<file path="config.mk">
export PLATFORM = sky130hd
export DESIGN_NAME = legacy_port_trap
export DESIGN_NICKNAME = d
export VERILOG_FILES = /design/src/rtl/legacy_trap_pkg.sv /design/src/rtl/ltrap_addr_dec.sv /design/src/rtl/ltrap_ctrl_reg.sv /design/src/rtl/ltrap_capture.sv /design/src/rtl/ltrap_status_gen.sv /design/src/rtl/ltrap_read_mux.sv /design/src/rtl/legacy_port_trap.sv
export SDC_FILE = /design/constraint.sdc
export NUM_CORES = 1
export LEC_CHECK = 0
export ABC_AREA = 1
export BUFFER_PORTS_ARGS = -buffer_cell sky130_fd_sc_hd__buf_2
export CORE_AREA = 2 2 85 46
export CTS_CLUSTER_SIZE = 8
export DETAILED_ROUTE_END_ITERATION = 16
export DIE_AREA = 0 0 87 48
export HOLD_SLACK_MARGIN = 0.05
export PLACE_DENSITY = 0.83
export SYNTH_ARGS = -nofsm -noshare
export SYNTH_HDL_FRONTEND = slang
export SYNTH_SLANG_ARGS = --single-unit
</file>
<file path="constraint.sdc">
create_clock -name clk -period 1.5 [get_ports clk]
set_clock_uncertainty 0.1 [all_clocks]
set_input_delay 0 -clock clk [delete_from_list [all_inputs] [get_ports clk]]
set_output_delay 0 -clock clk [all_outputs]
set_load 0.1 [all_outputs]
</file>
<file path="src/rtl/legacy_trap_pkg.sv">
// Package: shared offsets and constants for the legacy port trap unit.
// Assumes 16-port windows whose bases are aligned to 16.
package legacy_trap_pkg;

    localparam int DATA_W    = 8;
    localparam int OFF_W     = 4;
    localparam int LSTAT_W   = 5;

    // Native window offsets
    localparam logic [OFF_W-1:0] NOFF_CTRL   = 4'h9;
    localparam logic [OFF_W-1:0] NOFF_STATUS = 4'hA;
    localparam logic [OFF_W-1:0] NOFF_DATA   = 4'hB;
    localparam logic [OFF_W-1:0] NOFF_PORT   = 4'hC;

    // Legacy window offsets
    localparam logic [OFF_W-1:0] LOFF_CRTC_DATA = 4'h1;
    localparam logic [OFF_W-1:0] LOFF_STATUS    = 4'hA;

    // Control register bit that arms trapping
    localparam int CTL_ARM_BIT = 5;

    // Bits toggled by the legacy status poll while the display is off
    localparam logic [DATA_W-1:0] SYNC_TOGGLE = 8'h09;

    localparam logic [DATA_W-1:0] RD_IDLE = 8'hFF;

    typedef enum logic [2:0] {
        SRC_NONE,
        SRC_SHADOW,
        SRC_LSTAT,
        SRC_NSTAT,
        SRC_CDATA,
        SRC_CPORT
    } rd_src_e;

endpackage

</file>
<file path="src/rtl/ltrap_addr_dec.sv">
// Module: ltrap_addr_dec
// Decodes an I/O address into legacy-window and native-window hits plus the
// 4-bit offset. Assumes both bases are multiples of 16 and do not overlap.
module ltrap_addr_dec #(
    parameter int ADDR_W   = 10,
    parameter int LEG_BASE = 'h3D0,
    parameter int NAT_BASE = 'h2D0
) (
    input  logic [ADDR_W-1:0] addr,
    output logic              leg_hit,
    output logic              nat_hit,
    output logic [3:0]        offset
);
    import legacy_trap_pkg::*;

    localparam int HI_W = ADDR_W - OFF_W;
    localparam logic [HI_W-1:0] LEG_HI = HI_W'(LEG_BASE >> OFF_W);
    localparam logic [HI_W-1:0] NAT_HI = HI_W'(NAT_BASE >> OFF_W);

    // Compare the upper address bits against each window base
    always_comb begin
        leg_hit = (addr[ADDR_W-1:OFF_W] == LEG_HI);
        nat_hit = (addr[ADDR_W-1:OFF_W] == NAT_HI);
        offset  = addr[OFF_W-1:0];
    end
endmodule

</file>
<file path="src/rtl/ltrap_ctrl_reg.sv">
// Module: ltrap_ctrl_reg
// Holds the firmware control byte written at the native control offset.
// Assumes one write strobe per access; reset value is zero (trap disarmed).
module ltrap_ctrl_reg (
    input  logic       clk,
    input  logic       rst_n,
    input  logic       ctl_wr,
    input  logic [7:0] wdata,
    output logic [7:0] ctl_q
);
    // Load the control byte on a native control write
    always_ff @(posedge clk) begin
        if (!rst_n)
            ctl_q <= '0;
        else if (ctl_wr)
            ctl_q <= wdata;
    end

    // the register only changes on its own write strobe
    p_ctrl_hold_r8: assert property (@(posedge clk) disable iff (!rst_n)
        !ctl_wr |=> $stable(ctl_q));
endmodule

</file>
<file path="src/rtl/ltrap_capture.sv">
// Module: ltrap_capture
// Latches the port nibble and byte of every legacy write, keeps the trap
// flag and the level interrupt request, and the CRTC data shadow byte.
// Assumes at most one write strobe per cycle.
module ltrap_capture (
    input  logic       clk,
    input  logic       rst_n,
    input  logic       leg_wr,
    input  logic [3:0] offset,
    input  logic [7:0] wdata,
    input  logic       trap_en,
    input  logic       clr_flag,
    input  logic       clr_nmi,
    output logic [7:0] cap_port,
    output logic [7:0] cap_data,
    output logic [7:0] shadow,
    output logic       nmi
);
    import legacy_trap_pkg::*;

    logic       flag_q;
    logic [3:0] nib_q;

    // Capture nibble and data byte on any legacy write
    always_ff @(posedge clk) begin
        if (!rst_n) begin
            nib_q    <= '0;
            cap_data <= '0;
        end else if (leg_wr) begin
            nib_q    <= offset;
            cap_data <= wdata;
        end
    end

    // Trap flag: written on legacy write, cleared by either acknowledge
    always_ff @(posedge clk) begin
        if (!rst_n)
            flag_q <= 1'b0;
        else if (leg_wr)
            flag_q <= trap_en;
        else if (clr_flag || clr_nmi)
            flag_q <= 1'b0;
    end

    // Interrupt level: set by trapped write, held until cleared
    always_ff @(posedge clk) begin
        if (!rst_n)
            nmi <= 1'b0;
        else if (leg_wr && trap_en)
            nmi <= 1'b1;
        else if (clr_nmi)
            nmi <= 1'b0;
    end

    // Shadow byte for CRTC data reads, written only at legacy offset 1
    always_ff @(posedge clk) begin
        if (!rst_n)
            shadow <= '0;
        else if (leg_wr && offset == LOFF_CRTC_DATA)
            shadow <= wdata;
    end

    // Assemble the captured-port byte
    always_comb cap_port = {flag_q, 3'b000, nib_q};

    p_capture_r1: assert property (@(posedge clk) disable iff (!rst_n)
        leg_wr |=> (cap_port[3:0] == $past(offset)) && (cap_data == $past(wdata)));

    p_trap_raise_r2: assert property (@(posedge clk) disable iff (!rst_n)
        leg_wr && trap_en |=> nmi && cap_port[7]);

    p_untrapped_r2: assert property (@(posedge clk) disable iff (!rst_n)
        leg_wr && !trap_en |=> !cap_port[7] && (nmi == $past(nmi)));

    p_ack_flag_r4: assert property (@(posedge clk) disable iff (!rst_n)
        clr_flag && !leg_wr |=> !cap_port[7] && (nmi == $past(nmi)));

    p_ack_nmi_r5: assert property (@(posedge clk) disable iff (!rst_n)
        clr_nmi && !leg_wr |=> !nmi && !cap_port[7]);

    p_nmi_held_r6: assert property (@(posedge clk) disable iff (!rst_n)
        nmi && !clr_nmi |=> nmi);

    p_shadow_hold_r7: assert property (@(posedge clk) disable iff (!rst_n)
        !(leg_wr && offset == LOFF_CRTC_DATA) |=> $stable(shadow));
endmodule

</file>
<file path="src/rtl/ltrap_status_gen.sv">
// Module: ltrap_status_gen
// Builds the native status byte and the legacy status byte. While the
// display is off the legacy byte comes from a toggle register that flips
// its sync bits on every poll. Assumes poll is a one-cycle read strobe.
module ltrap_status_gen (
    input  logic       clk,
    input  logic       rst_n,
    input  logic       leg_poll,
    input  logic       disp_enable,
    input  logic [4:0] live_stat,
    input  logic [7:0] ctl_q,
    output logic [7:0] nat_stat,
    output logic [7:0] leg_stat
);
    import legacy_trap_pkg::*;

    logic [7:0] tog_q;

    // Flip the sync bits on each poll made while the display is off
    always_ff @(posedge clk) begin
        if (!rst_n)
            tog_q <= '0;
        else if (leg_poll && !disp_enable)
            tog_q <= tog_q ^ SYNC_TOGGLE;
    end

    // Compose both status views
    always_comb begin
        nat_stat = {ctl_q[7:5], live_stat};
        if (disp_enable)
            leg_stat = {4'b0000, live_stat[4], live_stat[2:0]};
        else
            leg_stat = tog_q ^ SYNC_TOGGLE;
    end

    p_toggle_hold_r10: assert property (@(posedge clk) disable iff (!rst_n)
        disp_enable |=> $stable(tog_q));
endmodule

</file>
<file path="src/rtl/ltrap_read_mux.sv">
// Module: ltrap_read_mux
// Selects the read source from the decoded window and offset and registers
// it onto the read-data output. Output holds between reads.
module ltrap_read_mux (
    input  logic       clk,
    input  logic       rst_n,
    input  logic       rd,
    input  logic       leg_hit,
    input  logic       nat_hit,
    input  logic [3:0] offset,
    input  logic [7:0] shadow,
    input  logic [7:0] leg_stat,
    input  logic [7:0] nat_stat,
    input  logic [7:0] cap_data,
    input  logic [7:0] cap_port,
    output logic [7:0] rdata
);
    import legacy_trap_pkg::*;

    rd_src_e    src;
    logic [7:0] sel;

    // Pick the source for this address
    always_comb begin
        src = SRC_NONE;
        if (nat_hit) begin
            case (offset)
                NOFF_STATUS: src = SRC_NSTAT;
                NOFF_DATA:   src = SRC_CDATA;
                NOFF_PORT:   src = SRC_CPORT;
                default:     src = SRC_NONE;
            endcase
        end else if (leg_hit) begin
            if (offset == LOFF_STATUS)
                src = SRC_LSTAT;
            else if (offset[3] == 1'b0 && offset[0] == 1'b1)
                src = SRC_SHADOW;
        end
    end

    // Map the source to a byte
    always_comb begin
        case (src)
            SRC_SHADOW: sel = shadow;
            SRC_LSTAT:  sel = leg_stat;
            SRC_NSTAT:  sel = nat_stat;
            SRC_CDATA:  sel = cap_data;
            SRC_CPORT:  sel = cap_port;
            default:    sel = RD_IDLE;
        endcase
    end

    // Register the selected byte on a read strobe
    always_ff @(posedge clk) begin
        if (!rst_n)
            rdata <= '0;
        else if (rd)
            rdata <= sel;
    end

    p_unmapped_ff_r11: assert property (@(posedge clk) disable iff (!rst_n)
        rd && !leg_hit && !nat_hit |=> rdata == 8'hFF);

    p_rdata_hold_r3: assert property (@(posedge clk) disable iff (!rst_n)
        !rd |=> $stable(rdata));
endmodule

</file>
<file path="src/rtl/legacy_port_trap.sv">
// Module: legacy_port_trap (top)
// Traps writes to a 16-port legacy video window, records port and data,
// raises a level NMI request when armed, and lets firmware read and clear
// the capture through a 16-port native window. Assumes single-cycle
// read and write strobes and one access per cycle.
module legacy_port_trap #(
    parameter int ADDR_W   = 10,
    parameter int LEG_BASE = 'h3D0,
    parameter int NAT_BASE = 'h2D0
) (
    input  logic              clk,
    input  logic              rst_n,
    input  logic [ADDR_W-1:0] io_addr,
    input  logic              io_wr,
    input  logic              io_rd,
    input  logic [7:0]        io_wdata,
    output logic [7:0]        io_rdata,
    input  logic              trap_global_en,
    input  logic              disp_enable,
    input  logic [4:0]        live_stat,
    output logic              nmi_req
);
    import legacy_trap_pkg::*;

    logic       leg_hit, nat_hit;
    logic [3:0] offset;
    logic [7:0] ctl_q, cap_port, cap_data, shadow, nat_stat, leg_stat;
    logic       leg_wr, ctl_wr, clr_flag, clr_nmi, trap_en, leg_poll;

    ltrap_addr_dec #(.ADDR_W(ADDR_W), .LEG_BASE(LEG_BASE), .NAT_BASE(NAT_BASE)) u_dec (
        .addr(io_addr), .leg_hit(leg_hit), .nat_hit(nat_hit), .offset(offset));

    // Strobe qualification per window and offset
    always_comb begin
        leg_wr   = io_wr && leg_hit;
        ctl_wr   = io_wr && nat_hit && offset == NOFF_CTRL;
        clr_flag = io_wr && nat_hit && offset == NOFF_DATA;
        clr_nmi  = io_wr && nat_hit && offset == NOFF_PORT;
        trap_en  = trap_global_en && ctl_q[CTL_ARM_BIT];
        leg_poll = io_rd && leg_hit && offset == LOFF_STATUS;
    end

    ltrap_ctrl_reg u_ctl (
        .clk(clk), .rst_n(rst_n), .ctl_wr(ctl_wr), .wdata(io_wdata), .ctl_q(ctl_q));

    ltrap_capture u_cap (
        .clk(clk), .rst_n(rst_n), .leg_wr(leg_wr), .offset(offset), .wdata(io_wdata),
        .trap_en(trap_en), .clr_flag(clr_flag), .clr_nmi(clr_nmi),
        .cap_port(cap_port), .cap_data(cap_data), .shadow(shadow), .nmi(nmi_req));

    ltrap_status_gen u_stat (
        .clk(clk), .rst_n(rst_n), .leg_poll(leg_poll), .disp_enable(disp_enable),
        .live_stat(live_stat), .ctl_q(ctl_q), .nat_stat(nat_stat), .leg_stat(leg_stat));

    ltrap_read_mux u_rd (
        .clk(clk), .rst_n(rst_n), .rd(io_rd), .leg_hit(leg_hit), .nat_hit(nat_hit),
        .offset(offset), .shadow(shadow), .leg_stat(leg_stat), .nat_stat(nat_stat),
        .cap_data(cap_data), .cap_port(cap_port), .rdata(io_rdata));

    p_reset_quiet_r12: assert property (@(posedge clk)
        !rst_n |=> !nmi_req && io_rdata == 8'h00);
endmodule

</file>
Word level (Yosys, flattened, before mapping) --
Index checks and enable logic that the tools add are counted.
Cells by class: eq/ne operators 12, muxes and demuxes 11, bitwise operators 2, reduce and logical (&&, ||, !) cells 16
Operator list (count):
- 8-bit case mux with 5 select lines | 1
- 4-bit equality test (second input constant) | 4
- 6-bit equality test (second input constant) | 2
- 1-bit logical AND | 12
- 3-bit two-way mux | 3
- 3-bit case mux with 3 select lines | 1
- 3-bit by 2-bit equality test with 1-bit output (second input constant) | 2
- 3-bit equality test (second input constant) | 2
- 1-bit two-way mux | 5
- 4-bit by 1-bit equality test with 1-bit output (second input constant) | 1
- 4-bit two-way mux | 1
- 2-bit nonzero test | 2
- 3-bit by 1-bit equality test with 1-bit output (second input constant) | 1
- 2-bit inverter | 1
- 1-bit zero test | 1
- 1-bit logical OR | 1
- 1-bit inverter | 1
Word-level totals: bits in registers 40, input bits 29

Longest topological paths before layout --
word-level depth 8, gate-level depth with buffers 11, depth with buffers taken out 11

Modules after synthesis --
Synthesis repeated with hierarchy kept, for this count alone.
Second synthesis, totals: cells, all modules 374, area total of the unflattened synthesis 2436.1 um^2
Modules (own cells, without submodules):
- ltrap_capture | times used 1, cells each 112, area an instance 868.3 um^2, sequential area each 440.4 um^2
- ltrap_read_mux | times used 1, cells each 140, area an instance 839.6 um^2, sequential area each 160.2 um^2
- ltrap_ctrl_reg | times used 1, cells each 51, area an instance 356.6 um^2, sequential area each 160.2 um^2
- ltrap_status_gen | times used 1, cells each 32, area an instance 205.2 um^2, sequential area each 40.0 um^2
- legacy_port_trap | times used 1, cells each 25, area an instance 96.3 um^2, sequential area each 0.0 um^2
- ltrap_addr_dec | times used 1, cells each 14, area an instance 70.1 um^2, sequential area each 0.0 um^2

Worst setup path after synthesis --
Ideal clock, no wire load.
kind reg-to-reg, start point register, netlist name u_rd.rdata[7], end point register u_rd.rdata[7], setup time 0.065 ns, arrival 1.234 ns, data required time 1.335 ns, path slack 0.101 ns, stages on the path, launching flop included 3, cell sequence dfxtp_1 > o21ai_0 > nor2_1
RTL lines:
- end signal: assignment | RTL line ltrap_read_mux.sv:58 | rdata <= sel;
- end: declaration | RTL line ltrap_read_mux.sv:16 | output logic [7:0] rdata

Final worst setup path --
start point input live_stat[1], end point register u_rd.rdata[1]
Between the ends: word-level cells in the longest chain between the ends 2
RTL lines:
- start: declaration | RTL line legacy_port_trap.sv:20 | input logic [4:0] live_stat,
- 4-bit two-way mux | RTL line ltrap_status_gen.sv:30 | if (disp_enable)
- 8-bit case mux with 5 select lines * | RTL line ltrap_read_mux.sv:43 | case (src)
Every way passes the cells marked *; elsewhere a longest branch is shown, timed or not. A chain may end at the register's enable or synchronous reset.

==> out/metrics.cfg <==
[outcome]
status=finished clean

[clock_tree]
cts_root_buf=clkbuf_8
post-cts-setup-buffers=0
cts_max_level=2
clkLatencyLatePin_ns=0.29
path_clk_slew_ns=0.07
cts_made_buffers=5
cts_buffer_depth=2
clock-sinks=35
cts_tree=yes

[final_layout]
multi_input_area_um2=925
seq_area_um2=701
drive_above_1_share_pct=22.3
final_util_pct=68.3
finalNetCount=342
final_common_cell=nor2_1
final_cell_mix=nor2_1, buf_2, dfxtp_1
fill_cells=253
insertedDiodeCount=0
syn2layout_area_growth_pct=28.2

[synth]
ys_types=24
yosysWarnings=0
syn_nets=281
synth.area.top_cells=dfxtp_1, nor2_1, o21ai_0
synth.cell_area_mm2=0.00179
synth_seq_cells=35
synthCells=252
yosysTopAreaCell=dfxtp_1
yosys.area.top_type_share_pct=39.1
yosysSeqAreaShare_pct=39.1
syn_area_per_cell_um2=7.11

[sta]
slew_headroom_pct=67.1
fmax_mhz=689
min_period_ns=1.45
rsz0062_at_grt=false
worstMarginPinSlew_ns=0.497
slew_violations=0
fin_setup_tns_ns=0
setup_viol=0
hold_violations=0
period_share_pct=96.8
timing.hold.ws_ns=0.0677

[flow_run]
maxCapViolCount=0

[min_path]
hold_class=in2reg

[pwr]
peakVddDrop_uv=467
power_density_mw_per_mm2=844
leakagePower_nw=1.04

[drt]
drt_iter0_drc=222
top_layer=met4
met3_length_um=551
drt-met1-wl_mm=2.04
vias_per_cell=5.51
wire_per_inst_um=13.7
drt-total-wl_mm=4.87
drtAntennaViolNets=0
drt_first_pass_iters=5
wl_met2_mm=2.21
drc=0
vias=1961

[floorplanning]
die-area_mm2=0.00418
die_w_um=87
start_util_pct=53.3
dieHeight_um=48
coreArea_mm2=0.00336
core.rowCount=15
ioPinCount=38

[worst_setup_path]
cp_max_fo=2
worstPathCellList=dlygate4sd3_1 -> buf_2 -> nand3_1 -> dlygate4sd3_1 -> o211ai_1 -> nor2_1 -> nor2_1
path_delay_family=buffers and inverters
cp.arrival_ns=1.53
required_ns=1.58
start_kind=input pin
crit_slowest_cell=dlygate4sd3_1
critical_path_class=in2reg
cp_slowest_stage_delay_ns=0.55
cp-end-kind=flip-flop
cp_num_buf_inv=3

[place]
dpl.hpwl_mm=3.38
io_buffer_count=37
place.gp.congestion=0.866

[global_routing]
grt_overflow=0
grt_pass1_wl_mm=7.94
grt_start_max_net_pins=26
antenna_found_initial=0
grt_pass1_vias=1745
grt_usage_pct=25.5

## worst paths after layout
kind	slack, ns	startpoint	cells after the start	endpoint
setup / recovery	0.05	live_stat[1]	7	u_rd.rdata[1]
hold / removal	0.07	live_stat[0]	5	u_rd.rdata[0]
setup reg to reg	0.48	u_stat.tog_q[0]	5	u_rd.rdata[0]
hold reg to reg	0.36	u_cap.shadow[4]	2	u_cap.shadow[4]
## sequential cells by signal (all words and copies together), names as in the netlist
register	count
u_ctl.ctl_q	3
u_cap.cap_data	8
u_cap.shadow	8
u_cap.nib_q	4
u_cap.flag_q	1
u_stat.tog_q	2
u_cap.nmi	1
u_rd.rdata	8
## per-stage QoR
stage          power (W)  setup slack, ns  cell area (um^2)  cells
2_1_floorplan    0.00116            0.101              1790    252
3_3_place_gp     0.00125            0.100              2020    329
3_5_place_dp     0.00125           0.0653              2020    329
4_1_cts          0.00194           0.0555              2290    356
5_1_grt          0.00201          0.00962              2300    356
6_report         0.00194           0.0480              2300    356
## power breakdown
part	switching [W]	internal (W)
clock network	0.000342	0.000324
logic	0.000223	0.0000940
registers	0.00000797	0.000947
## worst reg2reg max path, stage by stage, from the launching register on
cell and delay (ns):
dfxtp_1 0.34, nand2_1 0.06, o211ai_1 0.10, nand2_1 0.08, nor2_1 0.15, a21oi_1 0.08
## repair_timing
item,CTS,global route
hold buffers,19,0
resized for setup,0,1
hold endpoints to repair,29,0
endpoints found under the setup margin,0,1
## cell families after synthesis
group           synth area share [%]
compound gates                  17.1
simple gates                    34.5
flops                           39.1
buf+inv                         9.36
## cell type report
cell class,instances,area share [%]
clock buffer,6,3.16
clock inverter,2,0.545
inverter,32,5.23
multi-input combinational,178,40.3
sequential,35,30.5
tap,42,2.29
timing repair buffer,61,18.0
## cell usage after synthesis
library cell	number
nand4_4	1
inv_2	5
buf_8	1
buf_6	1
clkinv_1	4
nand2_2	3
clkbuf_1	3
dfxtp_1	35
nand3_2	2
nand2_4	2
o21ai_0	29
buf_2	2
nor2_2	2
nand3_1	23
inv_1	23
nor2_8	2
nand2_1	30
nor2_1	47
nor2_4	3
o211ai_1	3
nand4_1	7
o21ai_1	1
a211oi_1	7
a21oi_1	16
## per-layer routing
layer	vias to the layer above	track usage, %
met1	870	33.0
met4	0	8.75
li1	951	-
met5	-	0
met2	123	42.9
met3	17	6.38
(Power assumes the default switching activity.)
